File: src/rtl/pinbank_pkg.sv
package pinbank_pkg;

  localparam int unsigned BUS_W  = 32;
  localparam int unsigned ADDR_W = 4;

  typedef enum logic [ADDR_W-1:0] {
    RG_OUT   = 4'd0,
    RG_DIR   = 4'd1,
    RG_LEVEL = 4'd2,
    RG_SET   = 4'd3,
    RG_CLR   = 4'd4,
    RG_IEN   = 4'd5,
    RG_MODE  = 4'd6,
    RG_POL   = 4'd7,
    RG_BOTH  = 4'd8,
    RG_DEB   = 4'd9,
    RG_MASK  = 4'd10,
    RG_STAT  = 4'd11,
    RG_ACK   = 4'd12
  } reg_sel_e;

  // level mode: is the pin at its active level
  function automatic logic lvl_active(logic f, logic pol);
    return pol ? f : ~f;
  endfunction

  // edge mode: did the selected transition occur
  function automatic logic edge_seen(logic f, logic fp, logic pol, logic both);
    logic rise;
    logic fall;
    rise = f & ~fp;
    fall = ~f & fp;
    return both ? (rise | fall) : (pol ? rise : fall);
  endfunction

endpackage

File: src/rtl/pinbank_filter.sv
module pinbank_filter #(
  parameter int unsigned DEB_CYC = 16
) (
  input  logic clk,
  input  logic rst_n,
  input  logic raw,
  input  logic deb_en,
  output logic level
);
  localparam int unsigned CNT_W = $clog2(DEB_CYC + 1);
  localparam logic [CNT_W-1:0] CNT_LAST = CNT_W'(DEB_CYC - 1);

  logic s1, s2, filt;
  logic [CNT_W-1:0] cnt;

  always_ff @(posedge clk or negedge rst_n) begin
    if (!rst_n) begin
      s1   <= 1'b0;
      s2   <= 1'b0;
      filt <= 1'b0;
      cnt  <= '0;
    end else begin
      s1 <= raw;
      s2 <= s1;
      if (!deb_en) begin
        filt <= s2;
        cnt  <= '0;
      end else if (s2 == filt) begin
        cnt <= '0;
      end else if (cnt == CNT_LAST) begin
        filt <= s2;
        cnt  <= '0;
      end else begin
        cnt <= cnt + 1'b1;
      end
    end
  end

  assign level = filt;

  a_r5_cnt_bound: assert property (@(posedge clk) disable iff (!rst_n)
    cnt < CNT_W'(DEB_CYC));

  // under debounce the filtered value only moves to a level held at least two samples
  a_r5_settled: assert property (@(posedge clk) disable iff (!rst_n)
    (deb_en && $past(deb_en) && (filt != $past(filt)))
      |-> (($past(s2) == filt) && ($past(s2, 2) == filt)));

endmodule

File: src/rtl/pinbank_detect.sv
module pinbank_detect
  import pinbank_pkg::*;
#(
  parameter int unsigned N_PINS = 32
) (
  input  logic              clk,
  input  logic              rst_n,
  input  logic [N_PINS-1:0] level,
  input  logic [N_PINS-1:0] en,
  input  logic [N_PINS-1:0] mode,
  input  logic [N_PINS-1:0] pol,
  input  logic [N_PINS-1:0] both,
  input  logic [N_PINS-1:0] is_out,
  input  logic [N_PINS-1:0] ack,
  output logic [N_PINS-1:0] stat
);
  logic [N_PINS-1:0] prev_q;
  logic [N_PINS-1:0] stat_q;
  logic [N_PINS-1:0] hit;
  logic [N_PINS-1:0] stat_nxt;

  for (genvar i = 0; i < N_PINS; i++) begin : g_pin
    logic trig;
    assign trig = mode[i] ? edge_seen(level[i], prev_q[i], pol[i], both[i])
                          : lvl_active(level[i], pol[i]);
    assign hit[i]      = trig & en[i] & ~is_out[i];
    assign stat_nxt[i] = mode[i] ? (hit[i] | (stat_q[i] & ~ack[i])) : hit[i];
  end

  always_ff @(posedge clk or negedge rst_n) begin
    if (!rst_n) begin
      prev_q <= '0;
      stat_q <= '0;
    end else begin
      prev_q <= level;
      stat_q <= stat_nxt;
    end
  end

  assign stat = stat_q;

  a_r7_sticky: assert property (@(posedge clk) disable iff (!rst_n)
    ($past(stat_q & mode & ~ack) & ~stat_q) == '0);

  a_r9_gate: assert property (@(posedge clk) disable iff (!rst_n)
    (~$past(stat_q) & stat_q & ~($past(en) & ~$past(is_out))) == '0);

endmodule

File: src/rtl/pinbank_regs.sv
module pinbank_regs
  import pinbank_pkg::*;
#(
  parameter int unsigned N_PINS = 32
) (
  input  logic              clk,
  input  logic              rst_n,
  input  logic              bus_en,
  input  logic              bus_we,
  input  logic [ADDR_W-1:0] bus_addr,
  input  logic [BUS_W-1:0]  bus_wdata,
  output logic [BUS_W-1:0]  bus_rdata,
  input  logic [N_PINS-1:0] level,
  input  logic [N_PINS-1:0] stat,
  output logic [N_PINS-1:0] out_q,
  output logic [N_PINS-1:0] dir_q,
  output logic [N_PINS-1:0] ien_q,
  output logic [N_PINS-1:0] mode_q,
  output logic [N_PINS-1:0] pol_q,
  output logic [N_PINS-1:0] both_q,
  output logic [N_PINS-1:0] deb_q,
  output logic [N_PINS-1:0] mask_q,
  output logic [N_PINS-1:0] ack
);
  logic              wr_en;
  logic              rd_en;
  logic [N_PINS-1:0] wd;
  logic [N_PINS-1:0] rd_level;
  logic [N_PINS-1:0] rd_mux;
  reg_sel_e          sel;

  assign sel      = reg_sel_e'(bus_addr);
  assign wr_en    = bus_en & bus_we;
  assign rd_en    = bus_en & ~bus_we;
  assign wd       = bus_wdata[N_PINS-1:0];
  assign ack      = (wr_en && sel == RG_ACK) ? wd : '0;
  assign rd_level = (out_q & dir_q) | (level & ~dir_q);

  always_ff @(posedge clk or negedge rst_n) begin
    if (!rst_n) begin
      out_q  <= '0;
      dir_q  <= '0;
      ien_q  <= '0;
      mode_q <= '0;
      pol_q  <= '0;
      both_q <= '0;
      deb_q  <= '0;
      mask_q <= '0;
    end else if (wr_en) begin
      case (sel)
        RG_OUT:  out_q  <= wd;
        RG_SET:  out_q  <= out_q | wd;
        RG_CLR:  out_q  <= out_q & ~wd;
        RG_DIR:  dir_q  <= wd;
        RG_IEN:  ien_q  <= wd;
        RG_MODE: mode_q <= wd;
        RG_POL:  pol_q  <= wd;
        RG_BOTH: both_q <= wd;
        RG_DEB:  deb_q  <= wd;
        RG_MASK: mask_q <= wd;
        default: ;
      endcase
    end
  end

  always_comb begin
    case (sel)
      RG_OUT:   rd_mux = out_q;
      RG_DIR:   rd_mux = dir_q;
      RG_LEVEL: rd_mux = rd_level;
      RG_IEN:   rd_mux = ien_q;
      RG_MODE:  rd_mux = mode_q;
      RG_POL:   rd_mux = pol_q;
      RG_BOTH:  rd_mux = both_q;
      RG_DEB:   rd_mux = deb_q;
      RG_MASK:  rd_mux = mask_q;
      RG_STAT:  rd_mux = stat;
      default:  rd_mux = '0;
    endcase
  end

  always_ff @(posedge clk or negedge rst_n) begin
    if (!rst_n)     bus_rdata <= '0;
    else if (rd_en) bus_rdata <= BUS_W'(rd_mux);
  end

  a_r3_out_only_by_write: assert property (@(posedge clk) disable iff (!rst_n)
    !$past(wr_en) |-> $stable(out_q));

endmodule

File: src/rtl/pinbank_ctrl.sv
module pinbank_ctrl
  import pinbank_pkg::*;
#(
  parameter int unsigned N_PINS  = 32,
  parameter int unsigned DEB_CYC = 16
) (
  input  logic              clk,
  input  logic              rst_n,
  input  logic              bus_en,
  input  logic              bus_we,
  input  logic [ADDR_W-1:0] bus_addr,
  input  logic [BUS_W-1:0]  bus_wdata,
  output logic [BUS_W-1:0]  bus_rdata,
  input  logic [N_PINS-1:0] pin_in,
  output logic [N_PINS-1:0] pin_out,
  output logic [N_PINS-1:0] pin_oe,
  output logic              irq
);
  logic [N_PINS-1:0] level, stat, ack;
  logic [N_PINS-1:0] out_q, dir_q, ien_q, mode_q, pol_q, both_q, deb_q, mask_q;
  logic              irq_q;

  for (genvar i = 0; i < N_PINS; i++) begin : g_filt
    pinbank_filter #(.DEB_CYC(DEB_CYC)) filt_i (
      .clk(clk), .rst_n(rst_n), .raw(pin_in[i]),
      .deb_en(deb_q[i]), .level(level[i])
    );
  end

  pinbank_regs #(.N_PINS(N_PINS)) regs_i (
    .clk(clk), .rst_n(rst_n), .bus_en(bus_en), .bus_we(bus_we),
    .bus_addr(bus_addr), .bus_wdata(bus_wdata), .bus_rdata(bus_rdata),
    .level(level), .stat(stat), .out_q(out_q), .dir_q(dir_q),
    .ien_q(ien_q), .mode_q(mode_q), .pol_q(pol_q), .both_q(both_q),
    .deb_q(deb_q), .mask_q(mask_q), .ack(ack)
  );

  pinbank_detect #(.N_PINS(N_PINS)) det_i (
    .clk(clk), .rst_n(rst_n), .level(level), .en(ien_q), .mode(mode_q),
    .pol(pol_q), .both(both_q), .is_out(dir_q), .ack(ack), .stat(stat)
  );

  always_ff @(posedge clk or negedge rst_n) begin
    if (!rst_n) irq_q <= 1'b0;
    else        irq_q <= |(stat & mask_q);
  end

  assign pin_out = out_q;
  assign pin_oe  = dir_q;
  assign irq     = irq_q;

  a_r10_rise_needs_status: assert property (@(posedge clk) disable iff (!rst_n)
    $rose(irq_q) |-> ($past(stat) != '0));

  a_r10_quiet_when_masked: assert property (@(posedge clk) disable iff (!rst_n)
    ($past(mask_q) == '0) |-> !irq_q);

endmodule

File: config.mk
export PLATFORM = sky130hd
export DESIGN_NAME = pinbank_ctrl
export DESIGN_NICKNAME = d
export VERILOG_FILES = /design/src/rtl/pinbank_pkg.sv /design/src/rtl/pinbank_filter.sv /design/src/rtl/pinbank_detect.sv /design/src/rtl/pinbank_regs.sv /design/src/rtl/pinbank_ctrl.sv
export SDC_FILE = /design/constraint.sdc
export NUM_CORES = 1
export LEC_CHECK = 0
export ABC_AREA = 1
export BUFFER_PORTS_ARGS = -buffer_cell sky130_fd_sc_hd__clkbuf_2
export CAP_MARGIN = 20
export CORE_MARGIN = 2
export CORE_UTILIZATION = 50
export DETAILED_ROUTE_END_ITERATION = 12
export PLACE_DENSITY = 0.67
export SLEW_MARGIN = 20
export SYNTH_ARGS = -nofsm -noshare
export SYNTH_HDL_FRONTEND = slang
export SYNTH_HIERARCHICAL = 1
export SYNTH_SLANG_ARGS = --single-unit
File: constraint.sdc
create_clock -name clk -period 1.3 [get_ports clk]
set_input_delay 0.13 -clock clk [delete_from_list [all_inputs] [get_ports clk]]
set_output_delay 0.13 -clock clk [all_outputs]
set_load 0.01 [all_outputs]
==> results of run 1 <==
-- synth_stat cells --
master,instances,area [sq um]
nand3b_1,2,15.0
nand2_2,38,238
o21ai_2,2,17.5
inv_2,5,18.8
nand4_1,65,407
nand2_1,1416,5320
buf_4,2,15.0
clkbuf_1,66,248
buf_1,1,3.75
ha_1,96,1200
dfrtp_1,609,15200
clkinv_1,1,3.75
buf_2,30,150
nand3_2,34,340
nand3_1,340,1700
nor2_2,4,25.0
o21ai_0,246,1230
nor2_4,6,67.6
inv_1,515,1930
clkbuf_2,3,15.0
nor2_1,495,1860
o21ai_1,74,370
-- worst max-delay path by stage --
stage,slack [ns],end,startpoint
6_report,-0.04,bus_rdata[1],regs_i/bus_rdata[1]
5_1_grt,-0.07,bus_rdata[1],regs_i/bus_rdata[1]
3_3_place_gp,-0.19,det_i/stat[11],bus_addr[0]
2_1_floorplan,0.07,regs_i/out_q[10],bus_addr[0]
4_1_cts,-0.07,bus_rdata[17],regs_i/bus_rdata[17]
3_5_place_dp,-0.22,det_i/stat[8],bus_addr[0]
-- power breakdown --
part	leakage, uW	total [uW]	switching [uW]	internal [uW]
Combinational	0.0108	11100	6200	4920
Clock	0.00112	19400	7800	11600
Sequential	0.00783	24400	2830	21600
Total	0.0198	54900	16800	38100
-- final cells by class --
cell class | instances | share of cell area
timing repair buffer | 480 | 0.116
multi-input combinational | 2818 | 0.342
sequential | 609 | 0.405
tap | 782 | 0.0259
clock inverter | 20 | 0.00493
clock buffer | 102 | 0.0548
inverter | 521 | 0.0517
-- cell families after synthesis --
family,Yosys count,synth area share
AOI/OAI and AO/OA,322,0.0532
adders and majority gates,96,0.0395
buffers and inverters,623,0.0785
DFF,609,0.501
and+or+nand+nor,2400,0.328
-- placed cells by master, fill, tap and decap left out, drive strengths merged, types with 65 or more instances in the layout --
cell type	Yosys	layout
nand2	1454	1454
dfrtp	609	609
inv	520	520
nor2	505	505
nand3	374	374
o21ai	322	322
buf	33	290
clkbuf	69	226
ha	96	96
dlygate4sd3	0	66
nand4	65	65
-- per-layer routing --
layer / vias to the layer above / track usage / share of wire
li1: 13500 / - / -
met1: 12600 / 0.390 / 0.45
met2: 846 / 0.442 / 0.45
met3: 175 / 0.0460 / 0.071
met4: 0 / 0.0994 / 0.033
met5: - / 0 / 0
-- metrics by stage --
| step | hold slack [ns] | instance area (sq um) | TNS, ns | std cells | utilization |
|---|---|---|---|---|---|
| final | 0.129 | 37900 | -0.493 | 5332 | 0.628 |
| after global routing | 0.142 | 37900 | -1.80 | 5332 | 0.628 |
| after CTS | 0.108 | 37400 | -1.54 | 5323 | 0.620 |
| after detailed placement | -0.0364 | 33800 | -30.26 | 5068 | 0.562 |
| after global placement | -0.0370 | 33800 | -22.87 | 5068 | 0.562 |
| after floorplan | -0.166 | 30400 | 0 | 4050 | - |
-- what timing repair did --
action / CTS / global route
hold buffers: 66 / 0
pin swaps: 0 / 50
setup buffers: 76 / 12
resized for setup: 51 / 176
endpoints found under the setup margin: 90 / 115
hold endpoints to repair: 829 / 0
==> summary.md, run 1 <==
| Metric | Value |
|---|---|
| FF+latch count, synth | `609` |
| Syn avg cell area | `7.51 sq um` |
| WP depth | `1` |
| Initial antenna violation count | `0` |
| Via count | `27100` |
| Nets | `4668` |
| Sequential share of the synthesized area | `0.501` |
| DRC viols | `0` |
| DP HPWL | `58800 um` |
| Crit-path max FO | `2` |
| Root buffer selected by CTS | `clkbuf_16` |
| Row Count | `90` |
| Cell Area, Synth | `0.0304 sq mm` |
| Status | `complete, but fails checks` |
| Layout cells sized above 1 | `0.157` |
| Top Family by Delay on Critical Path | `flip-flops` |
| GP Congestion | `0.900` |
| Worst slack, placed | `-0.218 ns` |
| Initial Util | `0.505` |
| WL per Instance | `16.1 um` |
| Worst skew pair latency | `0.61 ns` |
| WL final | `86100 um` |
| Critical Path Sink Type | `output port` |
| Cts bufs inserted | `70` |
| Slew margin rel. | `0.747` |
| Fmax | `0.745 GHz` |
| Slew Limit Fails | `0` |
| Die extent in y | `251 um` |
| Initial DRC Count | `2243` |
| Via/cell ratio | `5.09` |
| Worst-path clk slew | `0.06 ns` |
| Worst slew pin tran | `0.379 ns` |
| LEAKAGE | `0.0198 uW` |
| Tmin final | `1.34 ns` |
| DRT antenna net count | `0` |
| R2R Setup Slk | `0.07 ns` |
| Slowest cell on crit path | `dfrtp_2` |
| Ys Warns | `6` |
| Area Overhead vs Synth | `24.4%` |
| Startpoint types | `flip-flop` |
| RSZ-0062 raised after global routing | `yes` |
| Cells along the critical path | `buf_6` |
| Final setup violation count | `26` |
| Final-layout fill cell count | `5162` |
| CTS tree | `built` |
| Num ports | `169` |
| Max FFs per register | `160` |
| Buf/Inv on CP | `1` |
| First-pass iteration count of the detailed router | `6` |
| R2R depth | `7` |
| Die area | `0.0628 sq mm` |
| Port Buf Inserts | `168` |
| CTS Sinks | `609` |
| Number of global-route vias before repair | `25700` |
| Synth cell types | `22` |
| Multi-input gate area | `0.0129 sq mm` |
| Critical R2R Launch | `g_filt[12].filt_i/level` |
| Ant diodes | `0` |
| Final Power | `54900 uW` |
| # H-tree levels | `3` |
| GR Util All Layers | `0.279` |
| Reg with most FFs | `g_filt.filt_i/cnt` |
| DIE WIDTH | `251 um` |
| Final period utilization | `1.03` |
| CORE AREA | `0.0602 sq mm` |
| Final hold violations | `0` |
| Hold crit path type | `input pin to asynchronous set/reset pin` |
| Slowest cell delay on critical path | `0.46 ns` |
| Synth Net Count | `4218` |
| Maximum vdd drop | `0.00121 V` |
| Crit path DAT | `1.21 ns` |
| Power density cells | `1450 mW/mm^2` |
| Worst Clk Skew | `0.0143 ns` |
| R2r endpoint | `det_i/stat[12]` |
| Failing checks | `setup timing` |
| Max_cap viols | `0` |
| Grt ovf | `0` |
| First-pass GRT wire length | `139000 um` |
| Clk buf depth | `3` |
| Largest net degree at the start of global routing | `70` |
| Mapped Cells | `4050` |
| Setup CP Type | `flip-flop to output port` |
| Min setup slack post-route | `-0.0424 ns` |
| CP required | `1.17 ns` |
| Reg area | `0.0153 sq mm` |
Power figures use the tool's default switching activity.
==> run 2, diff against run 1 <==
Settings changed: BUFFER_PORTS_ARGS -buffer_cell sky130_fd_sc_hd__clkbuf_2 to -buffer_cell sky130_fd_sc_hd__buf_2.
==> run 2 against run 1 <==
  * Highest routed layer is now met5
  * Via count hardly changed
  * Fmax is 0.66% lower
  * Worst setup slack worse by 0.0090 ns
  * Flip-flop and latch count stayed put
  * Sequential share of layout area is 0.15 points higher
  * Utilization is 0.27 points lower
  * Power is 1.3% lower
  * Design area is 0.44% lower
  * Non-clock buffer count is 4 higher
  * Critical endpoint is now bus_rdata[13]
  * The flow still finishes with violations (setup timing)
==> summary.md, run 2 (same netlist as run 1, synthesis figures left out) <==
| Metric | Value |
|---|---|
| GP Congestion | `0.880 (-2.2%)` |
| Top Family by Delay on Critical Path | `flip-flops` |
| Area Overhead vs Synth | `23.9%` |
| Switching Fraction | `0.307 (+0.000948)` |
| Power density cells | `1440 mW/mm^2 (-0.82%)` |
| CP required | `1.17 ns (about the same)` |
| GR Util All Layers | `0.278 (-0.00141)` |
| Num ports | `169 (unchanged)` |
| Worst skew pair latency | `0.62 ns (about the same)` |
| Slew Limit Fails | `0 (unchanged)` |
| Die extent in y | `251 um (unchanged)` |
| Final period utilization | `1.04 (+0.00689)` |
| R2r endpoint | `regs_i/bus_rdata[1]` |
| Worst Clk Skew | `0.0279 ns (+0.0136 ns)` |
| Most frequent cells in the layout | `1406 x nand2_1, 547 x dfrtp_1, 512 x inv_1` |
| Max_cap viols | `0 (unchanged)` |
| Layout cells sized above 1 | `0.153 (-0.00467)` |
| Root buffer selected by CTS | `clkbuf_16` |
| Logic pwr share | `0.204 (+0.002)` |
| First-pass iteration count of the detailed router | `6 (unchanged)` |
| Die area | `0.0628 sq mm (unchanged)` |
| Commonest non-fill, non-tap cell in the layout | `nand2_1` |
| Max FFs per register | `160 (unchanged)` |
| Nets | `4670 (+0.043%)` |
| Number of global-route vias before repair | `25500 (-0.83%)` |
| Grt ovf | `0 (unchanged)` |
| Startpoint types | `flip-flop` |
| Min setup slack post-route | `-0.0513 ns (-0.00896 ns)` |
| Setup CP Type | `flip-flop to output port` |
| DIE WIDTH | `251 um (unchanged)` |
| CTS tree | `built` |
| Layout Cells excl Fill | `5328 (-0.075%)` |
| Slew margin rel. | `0.715 (-0.0324)` |
| Setup TNS | `-0.567 ns (-0.0742 ns)` |
| # H-tree levels | `3 (unchanged)` |
| Via count | `27100 (-0.015%)` |
| Clk buf depth | `3 (unchanged)` |
| Final-layout fill cell count | `5194 (+0.62%)` |
| Initial Util | `0.505 (unchanged)` |
| Internal Power | `37600 uW (-1.4%)` |
| Tmin final | `1.35 ns (+0.00896 ns)` |
| CORE AREA | `0.0602 sq mm (unchanged)` |
| Maximum vdd drop | `0.00133 V (+9.5%)` |
| Row Count | `90 (unchanged)` |
| Buf/Inv on CP | `1 (unchanged)` |
| Slowest cell on crit path | `dfrtp_1` |
| Largest net degree at the start of global routing | `51 (-27%)` |
| DRC viols | `0 (unchanged)` |
| Reg power frac | `0.449 (+0.005)` |
| LEAKAGE | `0.0198 uW (-0.12%)` |
| Initial antenna violation count | `1 (+1)` |
| Placed Cells | `5066 (-0.039%)` |
| Hold crit path type | `input pin to asynchronous set/reset pin` |
| Cts bufs inserted | `68 (-2.9%)` |
| Status | `complete, but fails checks` |
| Slowest cell delay on critical path | `0.44 ns (-0.02 ns)` |
| Failing checks | `setup timing` |
| DP HPWL | `58200 um (-1.1%)` |
| Clock group share of total power | `0.346 (-0.007)` |
| Initial DRC Count | `2212 (-1.4%)` |
| Fmax | `0.740 GHz (-0.66%)` |
| Via/cell ratio | `5.09 (about the same)` |
| WL final | `85800 um (-0.32%)` |
| Final setup violation count | `28 (+7.7%)` |
| R2R depth | `10 (+3)` |
| Port Buf Inserts | `168 (unchanged)` |
| Cells along the critical path | `buf_2` |
| Crit-path max FO | `2 (unchanged)` |
| Worst slew pin tran | `0.426 ns (+0.0472 ns)` |
| RSZ-0062 raised after global routing | `yes` |
| Crit path DAT | `1.22 ns (about the same)` |
| R2R Setup Slk | `0.01 ns (-0.06 ns)` |
| First-pass GRT wire length | `138000 um (-0.79%)` |
| Worst-path clk slew | `0.07 ns (about the same)` |
| Net Sw Power | `16700 uW (-0.95%)` |
| Critical R2R Launch | `regs_i/dir_q[1]` |
| WL per Instance | `16.1 um (-0.25%)` |
| Reg with most FFs | `g_filt.filt_i/cnt` |
| Final hold violations | `0 (unchanged)` |
| DRT antenna net count | `0 (unchanged)` |
| CTS Sinks | `609 (unchanged)` |
| Critical Path Sink Type | `output port` |
==> run 2: changes by cell type in the layout (fill, tap and decap cells not counted), sizes merged <==
| cell | before | now |
|---|---|---|
| buf | 290 | 418 |
| clkbuf | 226 | 97 |
| clkinv | 15 | 13 |
| clkinvlp | 3 | 0 |
| diode | 0 | 1 |
| inv | 520 | 521 |
==> run 2: how the worst max path moves through the flow <==
stage / depth (start not counted) / to / slack (ns) / from
5_1_grt: 1 / bus_rdata[28] / -0.08 / regs_i/bus_rdata[28]
2_1_floorplan: 9 / regs_i/out_q[10] / 0.07 / bus_addr[0]
4_1_cts: 1 / irq / -0.07 / irq
3_3_place_gp: 11 / regs_i/bus_rdata[13] / -0.19 / bus_addr[0]
3_5_place_dp: 8 / regs_i/pol_q[29] / -0.21 / bus_addr[3]
6_report: 1 / bus_rdata[13] / -0.05 / regs_i/bus_rdata[13]
==> run 2: final cells by class <==
type	instances	area, sq um	area share
multi-input combinational	2818	12900	0.343
inverter	521	1960	0.0520
sequential	609	15300	0.406
clock inverter	16	163	0.00432
antenna	1	2.50	0.0000664
tap	782	978	0.0260
clock buffer	97	1970	0.0523
timing repair buffer	484	4380	0.116
==> run 2: power by group through the flow <==
stage | Combinational [uW] | Sequential [uW] | Clock (uW)
floorplan | 5440 | 24200 | 0
global placement | 8910 | 24800 | 0
detailed placement | 9140 | 24900 | 0
CTS | 10700 | 24300 | 19100
global route | 12700 | 24800 | 19900
finish | 11100 | 24400 | 18800
==> run 2: through the flow <==
step           utilization  setup WS (ns)  cell area [sq um]  hold slack [ns]  power (uW)
6_report             0.626        -0.0513              37700           0.0685       54300
4_1_cts              0.620        -0.0741              37300           0.0606       54100
3_3_place_gp         0.560         -0.187              33700          -0.0440       33700
5_1_grt              0.625        -0.0831              37700           0.0883       57300
3_5_place_dp         0.560         -0.214              33700          -0.0489       34000
2_1_floorplan            -         0.0740              30400           -0.166       29600
==> run 2: repair_timing <==
action,4_1_cts,5_1_grt
endpoints found under the setup margin,92,129
resized for setup,84,91
pin swaps,0,43
cloned,0,0
hold buffers,66,0
endpoints found under the hold margin,856,0
buffers inserted,73,17
==> run 2: per-layer routing <==
| metal | global-route usage | vias to the layer above | wire length (um) |
|---|---|---|---|
| met2 | 0.432 | 868 | 38400 |
| met3 | 0.0550 | 183 | 6370 |
| met4 | 0.102 | 2 | 2960 |
| met5 | 0 | - | 13 |
| li1 | - | 13500 | - |
| met1 | 0.388 | 12600 | 38100 |
